File: src/rtl/tps_pkg.sv
package tps_pkg;

    localparam int XLEN      = 64;
    localparam int INSTR_W   = 32;
    localparam int IDX_W     = 5;
    localparam int IMM_W     = 7;
    localparam int SP_IDX    = 31;
    localparam logic [6:0] OPC_HI = 7'b0110100;

    typedef enum logic [1:0] {
        FORM_NONE = 2'b00,
        FORM_POST = 2'b01,
        FORM_SOFF = 2'b10,
        FORM_PRE  = 2'b11
    } form_e;

    typedef struct packed {
        logic              match;
        form_e             form;
        logic [IMM_W-1:0]  simm;
        logic [IDX_W-1:0]  rn;
        logic [IDX_W-1:0]  rt;
        logic [IDX_W-1:0]  rt2;
    } dec_t;

    typedef struct packed {
        logic              st_valid;
        logic [XLEN-1:0]   st_addr;
        logic [2*XLEN-1:0] st_data;
        logic              wb_valid;
        logic              wb_to_sp;
        logic [IDX_W-1:0]  wb_idx;
        logic [XLEN-1:0]   wb_data;
        logic              exc_undef;
        logic              exc_sp_align;
        logic              exc_align;
    } result_t;

    function automatic dec_t f_decode(input logic [INSTR_W-1:0] w);
        dec_t d;
        d.simm  = w[21:15];
        d.rt2   = w[14:10];
        d.rn    = w[9:5];
        d.rt    = w[4:0];
        d.form  = form_e'(w[24:23]);
        d.match = (w[31:25] == OPC_HI) && !w[22] && (w[24:23] != 2'b00);
        return d;
    endfunction

    function automatic logic [XLEN-1:0] f_scale_imm(input logic [IMM_W-1:0] imm,
                                                    input int unsigned   sh);
        logic [XLEN-1:0] ext;
        ext = {{(XLEN-IMM_W){imm[IMM_W-1]}}, imm};
        return ext << sh;
    endfunction

endpackage

File: src/rtl/tps_decode.sv
module tps_decode
    import tps_pkg::*;
(
    input  logic                 issue_valid,
    input  logic [INSTR_W-1:0]   instr,
    output dec_t                 dec,
    output logic                 taken
);
    always_comb begin
        dec   = f_decode(instr);
        taken = issue_valid && dec.match;
    end
endmodule

File: src/rtl/tps_agen.sv
module tps_agen
    import tps_pkg::*;
#(
    parameter int GRAN_LOG2 = 4
) (
    input  form_e              form,
    input  logic [IMM_W-1:0]   simm,
    input  logic               base_is_sp,
    input  logic [XLEN-1:0]    gpr_base,
    input  logic [XLEN-1:0]    sp_val,
    input  logic               sp_align_en,
    output logic [XLEN-1:0]    acc_addr,
    output logic [XLEN-1:0]    next_base,
    output logic               sp_fault,
    output logic               gran_fault
);
    logic [XLEN-1:0] base;
    logic [XLEN-1:0] offset;
    logic [XLEN-1:0] moved;

    always_comb begin
        base      = base_is_sp ? sp_val : gpr_base;
        offset    = f_scale_imm(simm, GRAN_LOG2);
        moved     = base + offset;
        acc_addr  = (form == FORM_POST) ? base : moved;
        next_base = moved;
        sp_fault  = base_is_sp && sp_align_en && (|sp_val[GRAN_LOG2-1:0]);
        gran_fault = |acc_addr[GRAN_LOG2-1:0];
    end
endmodule

File: src/rtl/tps_pack.sv
module tps_pack
    import tps_pkg::*;
#(
    parameter int TAG_W = 4
) (
    input  logic [XLEN-1:0]    xt1,
    input  logic [XLEN-1:0]    xt2,
    input  logic               big_endian,
    input  logic [TAG_W-1:0]   tag_src,
    output logic [2*XLEN-1:0]  data,
    output logic [TAG_W-1:0]   tag
);
    // half 0 = bits 63:0, half 1 = bits 127:64
    for (genvar h = 0; h < 2; h++) begin : g_half
        logic use_t1;
        assign use_t1 = (h == 1) ? big_endian : !big_endian;
        assign data[h*XLEN +: XLEN] = use_t1 ? xt1 : xt2;
    end
    assign tag = tag_src;
endmodule

File: src/rtl/tagpair_store_unit.sv
module tagpair_store_unit
    import tps_pkg::*;
#(
    parameter int GRAN_LOG2 = 4,
    parameter int TAG_LSB   = 56,
    parameter int TAG_W     = 4
) (
    input  logic               clk,
    input  logic               rst,
    input  logic               issue_valid,
    input  logic [31:0]        instr,
    input  logic               feat_en,
    input  logic               big_endian,
    input  logic               sp_align_en,
    input  logic [63:0]        sp_val,
    output logic [4:0]         rf_idx_base,
    output logic [4:0]         rf_idx_t1,
    output logic [4:0]         rf_idx_t2,
    input  logic [63:0]        rf_base,
    input  logic [63:0]        rf_t1,
    input  logic [63:0]        rf_t2,
    output logic               st_valid,
    output logic [63:0]        st_addr,
    output logic [127:0]       st_data,
    output logic [TAG_W-1:0]   st_tag,
    output logic               wb_valid,
    output logic               wb_to_sp,
    output logic [4:0]         wb_idx,
    output logic [63:0]        wb_data,
    output logic               exc_undef,
    output logic               exc_sp_align,
    output logic               exc_align
);
    dec_t             dec;
    logic             taken;
    logic [XLEN-1:0]  acc_addr;
    logic [XLEN-1:0]  next_base;
    logic             sp_fault;
    logic             gran_fault;
    logic [2*XLEN-1:0] pdata;
    logic [TAG_W-1:0] ptag;
    logic             base_is_sp;

    result_t          nxt_r, cur_r;
    logic [TAG_W-1:0] nxt_tag, cur_tag;

    tps_decode u_dec (
        .issue_valid (issue_valid),
        .instr       (instr),
        .dec         (dec),
        .taken       (taken)
    );

    assign base_is_sp = (dec.rn == IDX_W'(SP_IDX));

    tps_agen #(.GRAN_LOG2(GRAN_LOG2)) u_agen (
        .form        (dec.form),
        .simm        (dec.simm),
        .base_is_sp  (base_is_sp),
        .gpr_base    (rf_base),
        .sp_val      (sp_val),
        .sp_align_en (sp_align_en),
        .acc_addr    (acc_addr),
        .next_base   (next_base),
        .sp_fault    (sp_fault),
        .gran_fault  (gran_fault)
    );

    tps_pack #(.TAG_W(TAG_W)) u_pack (
        .xt1        (rf_t1),
        .xt2        (rf_t2),
        .big_endian (big_endian),
        .tag_src    (acc_addr[TAG_LSB +: TAG_W]),
        .data       (pdata),
        .tag        (ptag)
    );

    assign rf_idx_base = dec.rn;
    assign rf_idx_t1   = dec.rt;
    assign rf_idx_t2   = dec.rt2;

    always_comb begin
        logic ok, do_st, do_wb;
        nxt_r   = '0;
        nxt_tag = '0;
        ok      = taken && feat_en;
        do_st   = ok && !sp_fault && !gran_fault;
        do_wb   = do_st && (dec.form != FORM_SOFF);
        nxt_r.exc_undef    = taken && !feat_en;
        nxt_r.exc_sp_align = ok && sp_fault;
        nxt_r.exc_align    = ok && !sp_fault && gran_fault;
        if (do_st) begin
            nxt_r.st_valid = 1'b1;
            nxt_r.st_addr  = acc_addr;
            nxt_r.st_data  = pdata;
            nxt_tag        = ptag;
        end
        if (do_wb) begin
            nxt_r.wb_valid = 1'b1;
            nxt_r.wb_to_sp = base_is_sp;
            nxt_r.wb_idx   = dec.rn;
            nxt_r.wb_data  = next_base;
        end
    end

    always_ff @(posedge clk) begin
        if (rst) begin
            cur_r   <= '0;
            cur_tag <= '0;
        end else begin
            cur_r   <= nxt_r;
            cur_tag <= nxt_tag;
        end
    end

    assign st_valid     = cur_r.st_valid;
    assign st_addr      = cur_r.st_addr;
    assign st_data      = cur_r.st_data;
    assign st_tag       = cur_tag;
    assign wb_valid     = cur_r.wb_valid;
    assign wb_to_sp     = cur_r.wb_to_sp;
    assign wb_idx       = cur_r.wb_idx;
    assign wb_data      = cur_r.wb_data;
    assign exc_undef    = cur_r.exc_undef;
    assign exc_sp_align = cur_r.exc_sp_align;
    assign exc_align    = cur_r.exc_align;

endmodule

File: config.mk
export PLATFORM = sky130hd
export DESIGN_NAME = tagpair_store_unit
export DESIGN_NICKNAME = d
export VERILOG_FILES = /design/src/rtl/tps_pkg.sv /design/src/rtl/tps_decode.sv /design/src/rtl/tps_agen.sv /design/src/rtl/tps_pack.sv /design/src/rtl/tagpair_store_unit.sv
export SDC_FILE = /design/constraint.sdc
export NUM_CORES = 1
export LEC_CHECK = 0
export ABC_AREA = 1
export BUFFER_PORTS_ARGS = -buffer_cell sky130_fd_sc_hd__buf_2
export CORE_AREA = 5 5 220 222
export CTS_CLUSTER_SIZE = 14
export DETAILED_ROUTE_END_ITERATION = 8
export DIE_AREA = 0 0 225 227
export SLEW_MARGIN = 15
export SYNTH_ARGS = -nofsm -noshare
export SYNTH_HDL_FRONTEND = slang
export SYNTH_SLANG_ARGS = --single-unit
File: constraint.sdc
create_clock -name clk -period 4.8 [get_ports clk]
set_clock_uncertainty 0.15 [all_clocks]
set_input_delay 1.2 -clock clk [delete_from_list [all_inputs] [get_ports clk]]
set_output_delay 1.2 -clock clk [all_outputs]
set_load 0.1 [all_outputs]
==> qor_table.md <==
| Parameter | This run |
|:---|:---|
| Deepest level of the CTS H-tree | 2 |
| Power density relative to cell area | 312.2 nW/um^2 |
| Gate count of the mapped netlist | 2,437 |
| Initial standard-cell utilization of the core | 0.3258 |
| Highest fanout seen on the critical path | 12 |
| TritonCTS clock tree | yes |
| Dominant combinational cell family by area after synthesis | simple AND/OR/NAND/NOR gates |
| Post-Route Setup TNS | 0 ps |
| Compound-cell area share of the yosys netlist | 0.08103 |
| Data arrival time of the worst path | 4020 ps |
| Leading cell types by count after synthesis | nand2_1 (1,019), inv_1 (360), dfxtp_1 (267) |
| Count of cell types in the netlist | 32 |
| Adder and majority gate portion of the synthesized area | 0.05541 |
| CTS buffer count | 34 |
| Highest-utilization routing layer at the global route stage | met2 |
| Global-route total usage across every layer | 0.2373 |
| Routed length per instance | 17.84 um |
| Netlist area before placement | 15,040 um^2 |
| Number of endpoints failing setup at the final stage | 0 |
| Antenna violations before repair | 10 |
| Final Core Density | 0.4235 |
| Xor/xnor cell area share of the yosys netlist | 0.01514 |
| Worst setup margin | 1068 ps |
| Sequential cell area fraction in the yosys report | 0.3554 |
| GPL Wtd Cong | 0.9701 |
| Simple-gate share of the synthesized area | 0.3678 |
| Share of post-route cells with drive strength above 1 | 0.2292 |
| First-pass detailed-route iteration total | 5 |
| Mux cell area share after synthesis | 0 |
| Width of the die | 225 um |
| Layout fillers | 5,004 |
| Gr ovfl total | 0 |
| Min Hold Slack | 699.9 ps |
| Category of the critical setup timing path | input pin to flop |
| Post-synthesis sequential element count | 267 |
| Max capacitance violation total | 0 |
| Pre-CTS worst setup slack | 536.2 ps |
| Cell type with the highest aggregate area in the netlist | dfxtp_1 |
| Post-synth ARST share | 0 |
| Num ports | 580 |
| Kind of start point of the critical path | input pin |
| Required time at the worst-slack endpoint | 5090 ps |
| Post-CTS Hold Fix Bufs | 0 |
| Total count of max-transition violations in the final report | 0 |
| Ys flop type | dfxtp_1 |
| Fin nets | 3,328 |
| Vias in the first global route | 15,880 |
| Clock input transition at the sequential cells of the worst setup and hold paths | 50 ps |
| Buffers inserted by post-CTS timing repair | 0 |
| Number of placement rows | 79 |
| Endpoint kind of the worst setup timing path | flop |
| Number of enable flip-flop cells after synthesis | 0 |
| Fmax | 268.0 MHz |
| Area share of the largest cell type after synthesis | 0.3554 |
| Final hold vios | 0 |
| Iteration-0 DRC count of the detailed router | 1,032 |
| Maximum root-to-sink buffer count | 3 |
| Static leakage | 11.64 nW |
| Share of the clock period used by the worst path after layout | 0.7774 |
| Synthesis-to-finish area growth | 30.00% |
| Hold crit path type | input pin to flop |
| Peak supply drop | 244.4 uV |
| Worst slew pin tran | 883.4 ps |
| GR met3 Demand/Resource | 0.05828 |
| Minimum period implied by the final worst setup slack | 3732 ps |
| Status | finished, final reports clean |
| Number of warning messages in the yosys log | 0 |
| Synthesized area divided by synthesized cell count | 6.171 um^2 |
| Pin count of the biggest net entering global routing | 129 |
| Die area | 51,080 um^2 |
| Setup repair after global routing missed its margin | no |
| Detail-routed via count per cell | 4.596 |
| Relative max-transition margin | 0.4056 |
| Sink Count | 267 |
| DP Wirelength | 52.69 mm |
| Via count | 16,540 |
| Final routed DRC violation total | 0 |
| Die extent in y | 227 um |
| IO buf count | 559 |
| Met1 global-route usage | 0.2778 |
| Root cell of the clock tree | clkbuf_16 |
| Wirelength, routed | 64.20 mm |
| First-pass GRT wire length | 93.22 mm |
| Met2 capacity usage during global routing | 0.4044 |
| Floorplan Core Area | 46,160 um^2 |
| Quantity of gates resized following cts | 0 |
| Area contributors post-synth | dfxtp_1 (36%), nand2_1 (25%), inv_1 (9.0%) |
| Number of nets with antenna violations after detailed routing | 0 |
| Cell with the most instances after synthesis | nand2_1 |
registers in the layout (all words and copies together), names as in the netlist:
register      flops
wb_valid          1
wb_to_sp          1
st_valid          1
exc_sp_align      1
exc_align         1
exc_undef         1
wb_data          64
st_addr          64
st_data         128
wb_idx            5
worst paths after layout:
check             slack (ps)  depth (start not counted)      from                      to
hold / removal           700                          2   feat_en    exc_undef$_SDFF_PP0_
setup / recovery        1070                         19  instr[5]  st_addr[46]$_SDFF_PP0_
layer usage:
| metal | wire [um] | up-vias | share of wire |
|---|---|---|---|
| met2 | 30310 | 552 | 0.47 |
| met4 | 3770 | 14 | 0.059 |
| met1 | 25370 | 7353 | 0.40 |
| met5 | 74 | - | 0.0012 |
| li1 | - | 8464 | - |
| met3 | 4672 | 154 | 0.073 |
critical path, cell delays in order:
cell,delay (ps)
buf_2,100
nand3_1,110
nor2_4,160
inv_2,90
buf_4,190
nand2_1,70
nand2_1,100
ha_1,370
nand2_1,170
nor2_1,230
nand3_1,160
nand3b_1,190
nand2_1,80
nand2_1,230
nand2_1,210
nand3_1,140
nand3_1,90
nand2_1,80
inv_1,30
cells by family (layout without fill, tap and decap cells):
logic type	after synthesis	count (layout)
other	1	10
and+or+nand+nor	1380	1380
AOI/OAI and AO/OA	233	233
buffers and inverters	464	1009
adders and majority gates	66	66
DFF	267	267
xor gates and xnor gates	26	26
stage by stage:
stage / instances / instance area, um^2 / power [mW]
global placement: 3539 / 18400 / 3.460
global route: 3597 / 19550 / 6.405
finish: 3598 / 19550 / 6.103
detailed placement: 3539 / 18400 / 3.460
floorplan: 2444 / 15070 / 3.085
CTS: 3596 / 19550 / 6.172
final cells by class:
cell class	instances	area, um^2	area share
Sequential cell	267	5345	0.2734
Tap cell	607	759.5	0.03885
Antenna cell	2	5.005	0.0002560
Clock inverter	15	244.0	0.01248
Multi-Input combinational cell	1713	7861	0.4021
Clock buffer	42	900.9	0.04608
Timing Repair Buffer	588	3068	0.1569
Inverter	364	1368	0.06995
cell usage in the layout, fill, tap and decap left out, drive strengths merged, types with 3 or more instances in the layout:
cell type,Yosys,routed
o21ai,4,4
nand2,1020,1020
dfxtp,267,267
or2,6,6
buf,50,588
xnor2,18,18
nor3,22,22
conb,1,8
a211oi,8,8
nand3,134,134
inv,364,365
clkinv,0,8
nand4,8,8
ha,65,65
a21oi,208,208
nor2,177,177
nor4,5,5
bufinv,0,6
o21bai,8,8
clkbuf,50,42
and3,3,3
xor2,8,8
o211ai,5,5
report_power, final:
group	leakage, nW	internal, mW	switching [mW]	total (mW)
clock	0.565	1.66	1.02	2.68
combinational	8.92	0.398	0.807	1.21
sequential	2.15	2.22	0.000704	2.22
No activity file was read; power rests on OpenSTA's default activity.
